[config.mk]
export PLATFORM = sky130hd
export DESIGN_NAME = pkt_sum_check
export DESIGN_NICKNAME = d
export VERILOG_FILES = /design/src/rtl/pkt_sum_pkg.sv /design/src/rtl/pkt_sum_ctrl.sv /design/src/rtl/pkt_sum_dp.sv /design/src/rtl/pkt_sum_check.sv
export SDC_FILE = /design/constraint.sdc
export NUM_CORES = 1
export LEC_CHECK = 0
export BUFFER_PORTS_ARGS = -buffer_cell sky130_fd_sc_hd__buf_2
export CORE_UTILIZATION = 59
export DETAILED_ROUTE_END_ITERATION = 16
export PLACE_DENSITY = 0.91
export SYNTH_ARGS = -nofsm -noshare
export SYNTH_HDL_FRONTEND = slang
export SYNTH_HIERARCHICAL = 1
export SYNTH_SLANG_ARGS = --single-unit
[constraint.sdc]
create_clock -name clk -period 6.5 [get_ports clk]
set_input_delay 0.65 -clock clk [delete_from_list [all_inputs] [get_ports clk]]
set_output_delay 0.65 -clock clk [all_outputs]
set_load 0.05 [all_outputs]
[src/rtl/pkt_sum_pkg.sv]
package pkt_sum_pkg;
  localparam int HDR_LEN   = 5;  // four header bytes plus header checksum
  localparam int MED_DATA  = 4;
  localparam int LONG_DATA = 9;
  localparam int BYTE_W    = 8;
  localparam int IDX_W     = $clog2(HDR_LEN + LONG_DATA + 2);
  localparam int SLOT_W    = $clog2(LONG_DATA);
  localparam int DATA_W    = LONG_DATA * BYTE_W;

  typedef struct packed {
    logic              take;
    logic [IDX_W-1:0]  idx;
    logic              isP1;
    logic              isData;
    logic [SLOT_W-1:0] slot;
    logic              isP2;
    logic              isLast;
    logic              hasData;
  } strobeT;
endpackage

[src/rtl/pkt_sum_ctrl.sv]
module pkt_sum_ctrl
  import pkt_sum_pkg::*;
(
  input  logic       clk,
  input  logic       rstN,
  input  logic       byteValid,
  input  logic       abortIn,
  input  logic [1:0] lenBits,
  output strobeT     stb,
  output logic       pktDone
);
  localparam logic [IDX_W-1:0] P1_POS   = IDX_W'(HDR_LEN - 1);
  localparam logic [IDX_W-1:0] DATA_POS = IDX_W'(HDR_LEN);
  localparam logic [IDX_W-1:0] MED_CNT  = IDX_W'(MED_DATA);
  localparam logic [IDX_W-1:0] LONG_CNT = IDX_W'(LONG_DATA);

  logic [IDX_W-1:0] idxQ;
  logic [IDX_W-1:0] dataCnt;
  logic [IDX_W-1:0] p2Pos;
  logic [IDX_W-1:0] lastPos;
  logic [IDX_W-1:0] slotFull;
  logic             hasData;
  logic             doneQ;

  always_comb begin
    hasData  = lenBits[1];
    dataCnt  = !lenBits[1] ? '0 : (lenBits[0] ? LONG_CNT : MED_CNT);
    p2Pos    = DATA_POS + dataCnt;
    lastPos  = hasData ? p2Pos + IDX_W'(1) : DATA_POS;
    slotFull = idxQ - DATA_POS;

    stb.take    = byteValid && !abortIn;
    stb.idx     = idxQ;
    stb.isP1    = (idxQ == P1_POS);
    stb.isData  = hasData && (idxQ >= DATA_POS) && (idxQ < p2Pos);
    stb.slot    = slotFull[SLOT_W-1:0];
    stb.isP2    = hasData && (idxQ == p2Pos);
    stb.isLast  = (idxQ == lastPos);
    stb.hasData = hasData;
  end

  always_ff @(posedge clk) begin
    if (!rstN) begin
      idxQ  <= '0;
      doneQ <= 1'b0;
    end else begin
      doneQ <= stb.take && stb.isLast;
      if (abortIn)
        idxQ <= '0;
      else if (stb.take)
        idxQ <= stb.isLast ? '0 : idxQ + IDX_W'(1);
    end
  end

  assign pktDone = doneQ;
endmodule

[src/rtl/pkt_sum_dp.sv]
module pkt_sum_dp
  import pkt_sum_pkg::*;
(
  input  logic              clk,
  input  logic              rstN,
  input  strobeT            stb,
  input  logic [BYTE_W-1:0] byteData,
  output logic [BYTE_W-1:0] rxAddr,
  output logic [BYTE_W-1:0] txAddr,
  output logic [BYTE_W-1:0] cmd1,
  output logic [BYTE_W-1:0] cmd2,
  output logic [DATA_W-1:0] dataOut,
  output logic              sumOk
);
  logic [BYTE_W-1:0] rxQ, txQ, c1Q, c2Q;
  logic [BYTE_W-1:0] sum1Q, sum2Q;
  logic              p1OkQ, p2OkQ, sumOkQ;
  logic              firstByte;

  assign firstByte = stb.take && (stb.idx == '0);

  always_ff @(posedge clk) begin
    if (!rstN) begin
      rxQ    <= '0;
      txQ    <= '0;
      c1Q    <= '0;
      c2Q    <= '0;
      sum1Q  <= '0;
      sum2Q  <= '0;
      p1OkQ  <= 1'b0;
      p2OkQ  <= 1'b0;
      sumOkQ <= 1'b0;
    end else if (stb.take) begin
      case (stb.idx)
        IDX_W'(0): begin
          rxQ   <= byteData;
          sum1Q <= byteData;
          p1OkQ <= 1'b0;
          p2OkQ <= 1'b0;
        end
        IDX_W'(1): begin txQ <= byteData; sum1Q <= sum1Q + byteData; end
        IDX_W'(2): begin c1Q <= byteData; sum1Q <= sum1Q + byteData; end
        IDX_W'(3): begin c2Q <= byteData; sum1Q <= sum1Q + byteData; end
        default: ;
      endcase
      if (stb.isP1) begin
        p1OkQ <= (byteData == sum1Q);
        sum2Q <= byteData;
      end
      if (stb.isData)
        sum2Q <= sum2Q + byteData;
      if (stb.isP2)
        p2OkQ <= (byteData == sum2Q);
      if (stb.isLast)
        sumOkQ <= p1OkQ && (!stb.hasData || p2OkQ);
    end
  end

  for (genvar g = 0; g < LONG_DATA; g++) begin : gSlot
    logic [BYTE_W-1:0] slotQ;
    always_ff @(posedge clk) begin
      if (!rstN || firstByte)
        slotQ <= '0;
      else if (stb.take && stb.isData && (stb.slot == SLOT_W'(g)))
        slotQ <= byteData;
    end
    assign dataOut[g*BYTE_W +: BYTE_W] = slotQ;
  end

  assign rxAddr = rxQ;
  assign txAddr = txQ;
  assign cmd1   = c1Q;
  assign cmd2   = c2Q;
  assign sumOk  = sumOkQ;
endmodule

[src/rtl/pkt_sum_check.sv]
module pkt_sum_check
  import pkt_sum_pkg::*;
(
  input  logic        clk,
  input  logic        rstN,
  input  logic        byteValid,
  input  logic [7:0]  byteData,
  input  logic        abortIn,
  output logic [7:0]  rxAddr,
  output logic [7:0]  txAddr,
  output logic [7:0]  cmd1,
  output logic [7:0]  cmd2,
  output logic [71:0] dataOut,
  output logic        pktDone,
  output logic        sumOk
);
  strobeT stb;

  pkt_sum_ctrl ctrl_i (
    .clk       (clk),
    .rstN      (rstN),
    .byteValid (byteValid),
    .abortIn   (abortIn),
    .lenBits   (cmd1[7:6]),
    .stb       (stb),
    .pktDone   (pktDone)
  );

  pkt_sum_dp dp_i (
    .clk      (clk),
    .rstN     (rstN),
    .stb      (stb),
    .byteData (byteData),
    .rxAddr   (rxAddr),
    .txAddr   (txAddr),
    .cmd1     (cmd1),
    .cmd2     (cmd2),
    .dataOut  (dataOut),
    .sumOk    (sumOk)
  );
endmodule

==> Yosys cells after proc, flatten, opt, wreduce, memory -nomap -nowiden <==
Index checks and enable logic that the tools add are counted.
{ "op_classes": {"n_addsub": 6, "magnitude_cmp": 2, "n_eq_ne": 16, "n_mux": 10, "bitwise": 1, "reduce_logical": 39} }
{ "op_table": {"columns": ["op", "n"], "rows": [
  ["4-bit by 3-bit == test with 1-bit output (second input constant)", 5],
  ["2-bit AND reduction", 9],
  ["1-bit logical AND", 17],
  ["8-bit adder", 2],
  ["4-bit by 2-bit == test with 1-bit output (second input constant)", 4],
  ["8-bit == test", 2],
  ["4-bit two-way mux", 4],
  ["8-bit two-way mux", 2],
  ["8-bit one-hot mux with 2 select lines", 1],
  ["4-bit by 1-bit adder with 4-bit output (second input constant)", 2],
  ["4-bit by 1-bit == test with 1-bit output (second input constant)", 2],
  ["4-bit == test", 2],
  ["4-bit logical NOT", 2],
  ["2-bit nonzero test", 4],
  ["3-bit by 4-bit adder with 4-bit output (first input constant)", 1],
  ["4-bit == test (second input constant)", 1],
  ["4-bit by 3-bit >= comparator with 1-bit output (second input constant)", 1],
  ["4-bit less-than comparator", 1],
  ["4-bit by 3-bit subtractor with 4-bit output (second input constant)", 1],
  ["1-bit logical NOT", 3],
  ["1-bit two-way mux", 3],
  ["3-bit OR reduction", 1],
  ["1-bit logical OR", 2],
  ["2-bit OR reduction", 1],
  ["1-bit NOT", 1]
]} }
{ "word_totals": {"regBits": 128} }

==> Logic depth before layout (Yosys ltp) <==
Gate-level depths: netlist (run 1).
{ "logic_depth": {"word_depth": 7, "mapped_depth": 13, "ltp_nobuf": 11} }

==> Hierarchy <==
The synthesis (run 1) kept the hierarchy.
{ "by_module_without_submodules": {"columns": ["module", "instances", "cells_each", "area_per_inst_um2", "seq_area_each_um2"], "rows": [
  ["pkt_sum_dp", 1, 575, 5341.4, 2462.4],
  ["pkt_sum_ctrl", 1, 58, 467.9, 100.1]
]} }

==> Worst setup path after synthesis (run 1) <==
OpenSTA, ideal clock, no wires.
{ "synth_timing": {"path_type": "flip-flop to flip-flop", "from": "register dp_i.c1Q[7] (netlist: dp_i/cmd1[7])", "to": "register dp_i.gSlot[2].slotQ[0]", "setup_time_ns": 0.117, "arrival_ns": 2.620, "setup_slack_ns": 3.763, "stages_incl_launch_ff": 13, "synth_period_minus_slack_ns": 2.737, "path_cell_list": "dfxtp_1 > inv_2 > ha_1 > a211oi_1 > o21ai_1 > nor2_1 > nand2_2 > nor3_1 > buf_2 > nand3b_1 > buf_2 > mux2i_1 > nor2_1"} }
{ "synth_rtl": {"columns": ["element", "line_no", "source"], "rows": [
  ["from (decl)", "pkt_sum_dp.sv:15", "logic [BYTE_W-1:0] rxQ, txQ, c1Q, c2Q;"],
  ["from (signal assigned)", "pkt_sum_dp.sv:42", "IDX_W'(2): begin c1Q <= byteData; sum1Q <= sum1Q + byteData; end"],
  ["to (signal assigned)", "pkt_sum_dp.sv:65", "slotQ <= byteData;"],
  ["to (decl)", "pkt_sum_dp.sv:60", "logic [BYTE_W-1:0] slotQ;"]
]} }

==> key figures, run 1 <==
Finish
  – Area growth syn-to-layout: 20.8%
  – N_diodes: 0
  – Final #Nets: 772
  – Fin cells: 878
  – Layout cells sized above 1: 0.224
  – Cell area after layout: 0.00702 mm2

Logic synthesis
  – YS warnings: 6
  – Synth Net Count: 669
  – Ys async rst share: 0
  – Post-synth top area share: 0.441
  – Syn avg cell area: 9.18 um2
  – Ys flop type: dfxtp_1
  – Largest area contributor in the netlist: dfxtp_1
  – Number of flops mapped to enable cells by yosys: 0
  – Synthesis-stage register bit count: 128
  – Syn Inst Count: 633
  – Area contributors post-synth: dfxtp_1 (44%), mux2i_1 (15%), nor2_1 (6.8%)
  – Sequential-to-total area share from yosys stat: 0.441
  – Post-synthesis cell area: 0.00581 mm2
  – Synth cell types: 61

Route
  – DR iter-0 viols: 395
  – Antenna-violating nets left: 0
  – Drt via density: 6.03
  – Pre-antenna DRT Iters: 5
  – Number of remaining DRC errors: 0
  – Wire per inst: 19.2 um
  – Final WL: 16.8 mm
  – Via count: 5,298

Critical path
  – FF-to-FF setup slack: 1.71 ns
  – Critical path data required time: 6.89 ns
  – Critical path startpoint: ctrl_i/idxQ[0]
  – CP max FO: 18
  – Worst path max stage delay: 0.89 ns
  – Worst Setup Path Type: reg2reg
  – Startpoint class of the critical path: register
  – CP endpoint kind: register
  – CP max stage cell: nor3_1
  – Critical Path AT: 5.17 ns
  – Top cell by count, worst path: nor2_1
  – Worst reg2reg path startpoint: ctrl_i/idxQ[0]
  – Depth of the most critical reg-to-reg path: 10
  – Crit-path cells: inv_1 > ha_1 > nand2b_1 > a21oi_1 > nor2_1 > nand2_2 > nor3_1 > nand3b_1 > mux2i_1 > nor2_1
  – Worst r2r dst: dp_i/gSlot[2].slotQ[0]

Worst hold path
  – WHS Path Cells: 2
  – Hold EP: dp_i/rxAddr[0]
  – Critical hold path startpoint: dp_i/rxAddr[0]
  – HP Class: reg2reg

Job
  – MaxCap Viol Count: 0

Clocking
  – Num CTS Buffers: 17
  – CTS Root Cell: clkbuf_8
  – Post-CTS Setup Bufs: 0
  – CTS sink count: 128
  – CTS tree: yes
  – Hold-fix buffers, CTS: 0
  – CTS resizes: 0
  – Clock slew at reported path FFs: 0.06 ns
  – # H-tree levels: 4
  – Clock Latency Late Sink: 0.53 ns
  – Longest Clk Path Bufs: 2

Global routing
  – First-pass GRT wire length: 26.0 mm
  – GRT Residual Overflow: 0
  – Initial antenna violation count: 0
  – Largest net degree at the start of global routing: 73
  – Total track usage: 0.333
  – Vias in the first global route: 5,297

Power
  – VDD IR-drop max: 0.000183 V
  – Pwr dens: 268 mW/mm2
  – Static leakage: 3.16 nW

Place
  – PortBufs: 117
  – Gpl congestion: 0.937
  – DP HPWL: 10.1 mm
  – Placed Instances: 846
  – Placed instance area: 0.00642 mm2

Timing
  – FMAX: 0.209 GHz
  – Tmin final: 4.79 ns
  – Fin crit share: 0.736
  – Slew HR: 0.272
  – Max Clock Skew: 0.00974 ns
  – RSZ-0062 raised after global routing: false
  – Setup violations, final: 0
  – Slew Limit Fails: 0
  – Setup Total Neg Slack: 0 ns
  – Final number of hold-violating endpoints: 0
  – Worst-Margin Slew: 1.08 ns

Die
  – Ports: 118
  – Die Ht: 101 um
  – Die Width: 101 um
  – Initial Util: 0.620
  – Die area: 0.0102 mm2
  – Core Footprint: 0.00937 mm2
  – Rows: 35

Run status
  – Outcome: completed
-- worst max-delay path, delay by kind of cell, from the launching register on --
kind,cells,cell delay (ns)
muxes,1,0.39
adders and majority gates,1,0.33
and+or+nand+nor,6,2.74
AOI/OAI and AO/OA,1,0.06
DFF,1,0.76
buffers and inverters,1,0.34
-- flip-flops by register name (all words and copies together) (netlist names) --
| register | cells |
|---|---|
| dp_i/cmd1 | 8 |
| dp_i/p2OkQ | 1 |
| dp_i/gSlot.slotQ | 72 |
| dp_i/rxAddr | 8 |
| dp_i/p1OkQ | 1 |
| dp_i/cmd2 | 8 |
| dp_i/txAddr | 8 |
| dp_i/sumOk | 1 |
| dp_i/sum1Q | 8 |
| dp_i/sum2Q | 8 |
| ctrl_i/idxQ | 4 |
| ctrl_i/pktDone | 1 |
-- report_power, final --
group,internal [mW],switching (mW)
logic,0.0369,0.0927
registers,0.792,0.00642
clock network,0.536,0.416
-- Yosys cell counts (all sizes together), types with 3 or more instances --
| cell type | number |
|---|---|
| ha | 22 |
| nand2b | 8 |
| nor3 | 6 |
| xor2 | 4 |
| xnor2 | 5 |
| nand2 | 52 |
| nand3 | 22 |
| a21boi | 6 |
| nor4 | 3 |
| nor3b | 3 |
| nand3b | 3 |
| o211ai | 4 |
| buf | 19 |
| nor2 | 109 |
| inv | 17 |
| dfxtp | 128 |
| o21a | 3 |
| o311ai | 3 |
| nor2b | 11 |
| a21oi | 29 |
| a211oi | 5 |
| o221ai | 6 |
| o21ai | 16 |
| mux2i | 89 |
| clkbuf | 18 |
| a31oi | 11 |
-- layout by cell type (no fill, tap or decap), types with 8 or more instances in the layout --
master / n
ha_1: 22
nand2_1: 49
buf_2: 117
clkbuf_16: 16
dfxtp_1: 128
mux2i_1: 89
nor2_1: 106
nand2b_1: 8
nor2b_1: 11
a31oi_1: 11
nand3_1: 21
a21oi_1: 29
o21ai_0: 14
inv_1: 15
-- area by class of cell --
cell class	instances	area, um2
repair buffers	121	616
clock buffers	17	414
well taps	129	161
multi-input cells	451	3020
fillers	614	2350
inverters	17	63.8
clock inverters	15	184
flip-flops and latches	128	2560
-- worst max-delay path by stage --
stage / end / cells past startpoint
after floorplan: dp_i/gSlot[2].slotQ[0] / 12
after global placement: dp_i/gSlot[2].slotQ[0] / 10
after detailed placement: dp_i/gSlot[2].slotQ[7] / 10
after CTS: dp_i/gSlot[2].slotQ[0] / 10
after global routing: dp_i/gSlot[2].slotQ[0] / 10
final: dp_i/gSlot[2].slotQ[0] / 10
-- layer usage --
layer / global-route usage / part of all wire / up-vias
li1: - / - / 2408
met5: 0 / 0 / -
met3: 0.0973 / 0.085 / 69
met2: 0.557 / 0.49 / 290
met4: 0.187 / 0.037 / 0
met1: 0.381 / 0.39 / 2531
-- logic make-up (layout without fill, tap and decap cells) --
group / after synthesis / count (layout) / synth area share
and+or+nand+nor: 230 / 230 / 0.187
AOI/OAI and AO/OA: 99 / 99 / 0.112
adders and majority gates: 24 / 24 / 0.0543
xor gates and xnor gates: 9 / 9 / 0.0136
buffers and inverters: 54 / 170 / 0.0392
DFF: 128 / 128 / 0.441
muxes: 89 / 89 / 0.153
-- per-stage QoR --
step | total power [mW] | worst slack [ns] | utilization | hold slack [ns]
2_1_floorplan | 0.906 | 3.76 | - | 0.445
3_3_place_gp | 0.935 | 2.54 | 0.685 | 0.439
3_5_place_dp | 0.940 | 2.15 | 0.685 | 0.445
4_1_cts | 1.88 | 1.95 | 0.749 | 0.454
5_1_grt | 1.92 | 1.44 | 0.749 | 0.467
6_report | 1.88 | 1.71 | 0.749 | 0.457
Power figures use the tool's default switching activity.
==> run 2, diff against run 1 <==
Settings changed: CORE_UTILIZATION 59 to 50, PLACE_DENSITY 0.91 to 0.83.
Clock period 6.5 ns to 4.4 ns, I/O delays scaled along.
==> run 2 against run 1 <==
  * Final cell count is 1.4% higher
  * Fmax is 50% higher
  * Flip-flop and latch count stayed put
  * Clock-buffer cell count stayed put
  * Global-route usage down 5.9 points
  * Combinational power grew 48%
  * Sequential power is 48% higher
  * Die area is 18% higher
  * Utilization down 12 points
  * Worst hold slack worse by 0.088 ns
  * Critical path type unchanged
  * Largest power group unchanged
==> key figures, run 2 (synthesis results as in run 1) <==
Route
  – Met2 Wirelength: 7.58 mm (-7.8%)
  – Number of remaining DRC errors: 0 (unchanged)
  – Pre-antenna DRT Iters: 7 (+2)
  – DR iter-0 viols: 351 (-11%)
  – Drt via density: 5.79 (-4.0%)
  – Routed met1 length: 6.22 mm (-4.9%)
  – Top Layer Used: met4
  – Final WL: 15.9 mm (-5.2%)
  – Met3 wire len: 1.78 mm (+24%)
  – Wire per inst: 17.9 um (-6.5%)
  – Via count: 5,153 (-2.7%)
  – Antenna-violating nets left: 0 (unchanged)

Critical path
  – Worst path max stage delay: 0.73 ns (-0.16 ns)
  – CP max stage cell: dfxtp_1
  – CP bufs+invs: 3 (+2)
  – Critical path data required time: 4.68 ns (-2.21 ns)
  – Crit-path cells: inv_1 > ha_1 > nand2b_1 > a21oi_1 > nor2_1 > buf_4 > nand2_2 > nor3_1 > buf_4 > nand3b_1 > mux2i_1 > nor2_1
  – Critical path's top delay family: simple AND/OR/NAND/NOR gates
  – Worst Setup Path Type: reg2reg
  – Startpoint class of the critical path: register
  – CP max FO: 18 (unchanged)
  – CP endpoint kind: register
  – Critical Path AT: 3.48 ns (-1.69 ns)

Place
  – Placed Instances: 860 (+1.7%)
  – Gpl congestion: 0.859 (-8.3%)
  – DP HPWL: 10.6 mm (+5.7%)
  – PortBufs: 117 (unchanged)
  – Placed instance area: 0.00646 mm2 (+0.56%)

Global routing
  – GRT Residual Overflow: 0 (unchanged)
  – Initial antenna violation count: 0 (unchanged)
  – Vias in the first global route: 4,937 (-6.8%)
  – Total track usage: 0.273 (-0.0593)
  – First-pass GRT wire length: 24.9 mm (-4.1%)
  – Largest net degree at the start of global routing: 52 (-29%)

Timing
  – Slew Limit Fails: 0 (unchanged)
  – Hold slack: 0.369 ns (-0.0880 ns)
  – Setup violations, final: 0 (unchanged)
  – Fin crit share: 0.727 (-0.00961)
  – Final number of hold-violating endpoints: 0 (unchanged)
  – RSZ-0062 raised after global routing: false
  – Tmin final: 3.20 ns (-1.59 ns)
  – Setup Total Neg Slack: 0 ns (unchanged)
  – Worst-Margin Slew: 1.05 ns (-0.0356 ns)
  – FMAX: 0.313 GHz (+50%)
  – Slew HR: 0.300 (+0.0285)
  – Max Clock Skew: 0.00909 ns (-0.000650 ns)

Finish
  – Layout cells sized above 1: 0.225 (+0.00103)
  – Most common cell after layout, fill and taps aside: dfxtp_1
  – Max FFs per register: 72 (unchanged)
  – N_diodes: 0 (unchanged)
  – Area growth syn-to-layout: 20.5%
  – Most frequent cells in the layout: dfxtp_1 (128), buf_2 (117), nor2_1 (106)
  – Final #Nets: 775 (+0.39%)
  – Fin cells: 890 (+1.4%)
  – Top reg by flops: dp_i/gSlot.slotQ
  – Cell area after layout: 0.00700 mm2 (-0.30%)

Power
  – VDD IR-drop max: 0.000258 V (+41%)
  – Pwr dens: 380 mW/mm2 (+42%)
  – Static leakage: 3.14 nW (-0.62%)

Clocking
  – Longest Clk Path Bufs: 2 (unchanged)
  – Post-CTS Setup Bufs: 0 (unchanged)
  – # H-tree levels: 4 (unchanged)
  – CTS tree: yes
  – Clock Latency Late Sink: 0.41 ns (-0.12 ns)
  – Hold-fix buffers, CTS: 0 (unchanged)
  – Clock slew at reported path FFs: 0.06 ns (about the same)
  – CTS sink count: 128 (unchanged)
  – Num CTS Buffers: 17 (unchanged)
  – CTS Root Cell: clkbuf_16
  – CTS resizes: 0 (unchanged)

Die
  – Core Footprint: 0.0111 mm2 (+18%)
  – Ports: 118 (unchanged)
  – Rows: 38 (+8.6%)
  – Die Ht: 110 um (+8.5%)
  – Die area: 0.0121 mm2 (+18%)
  – Initial Util: 0.524 (-0.0955)
  – Die Width: 110 um (+8.5%)

Worst hold path
  – HP Class: in2reg

Job
  – MaxCap Viol Count: 0 (unchanged)

Run status
  – Outcome: completed
[run 2: final timing paths]
kind	depth (start not counted)	to	slack (ns)	from
setup reg to reg	12	dp_i/gSlot[1].slotQ[1]	1.20	ctrl_i/idxQ[0]
setup / recovery	12	dp_i/gSlot[1].slotQ[1]	1.20	ctrl_i/idxQ[0]
hold / removal	3	ctrl_i/idxQ[1]	0.37	byteValid
hold reg to reg	2	dp_i/rxAddr[4]	0.45	dp_i/rxAddr[4]
[run 2: where the power goes]
part | switching, mW | leakage [nW] | internal [mW] | total, mW
Sequential | 0.00931 | 1.03 | 1.17 | 1.18
Clock | 0.516 | 0.257 | 0.768 | 1.28
Combinational | 0.137 | 1.85 | 0.0553 | 0.192
[run 2: cell type report]
cell class,instances,area [um2]
Fill cell,868,4080
Sequential cell,128,2560
Inverter,17,63.8
Multi-Input combinational cell,451,3020
Clock inverter,13,115
Clock buffer,17,425
Tap cell,140,175
Timing Repair Buffer,124,638
[run 2: per-layer routing]
layer | global-route usage | vias up
met5 | 0 | -
met4 | 0.110 | 0
met3 | 0.0842 | 39
met2 | 0.453 | 286
met1 | 0.328 | 2413
li1 | - | 2415
[run 2: tightest hold or removal path: cells and delay by family]
| kind | cells | cell delay, ns |
|---|---|---|
| AND/OR/NAND/NOR | 1 | 0.09 |
| AO/OA/AOI/OAI | 1 | 0.06 |
| buffers and inverters | 1 | 0.14 |
[run 2: per-stage QoR]
step	power [mW]	setup WS, ns	util
2_1_floorplan	1.34	1.66	-
3_3_place_gp	1.39	1.43	0.583
3_5_place_dp	1.39	1.24	0.583
4_1_cts	2.67	1.22	0.632
5_1_grt	2.73	0.902	0.632
6_report	2.66	1.20	0.632
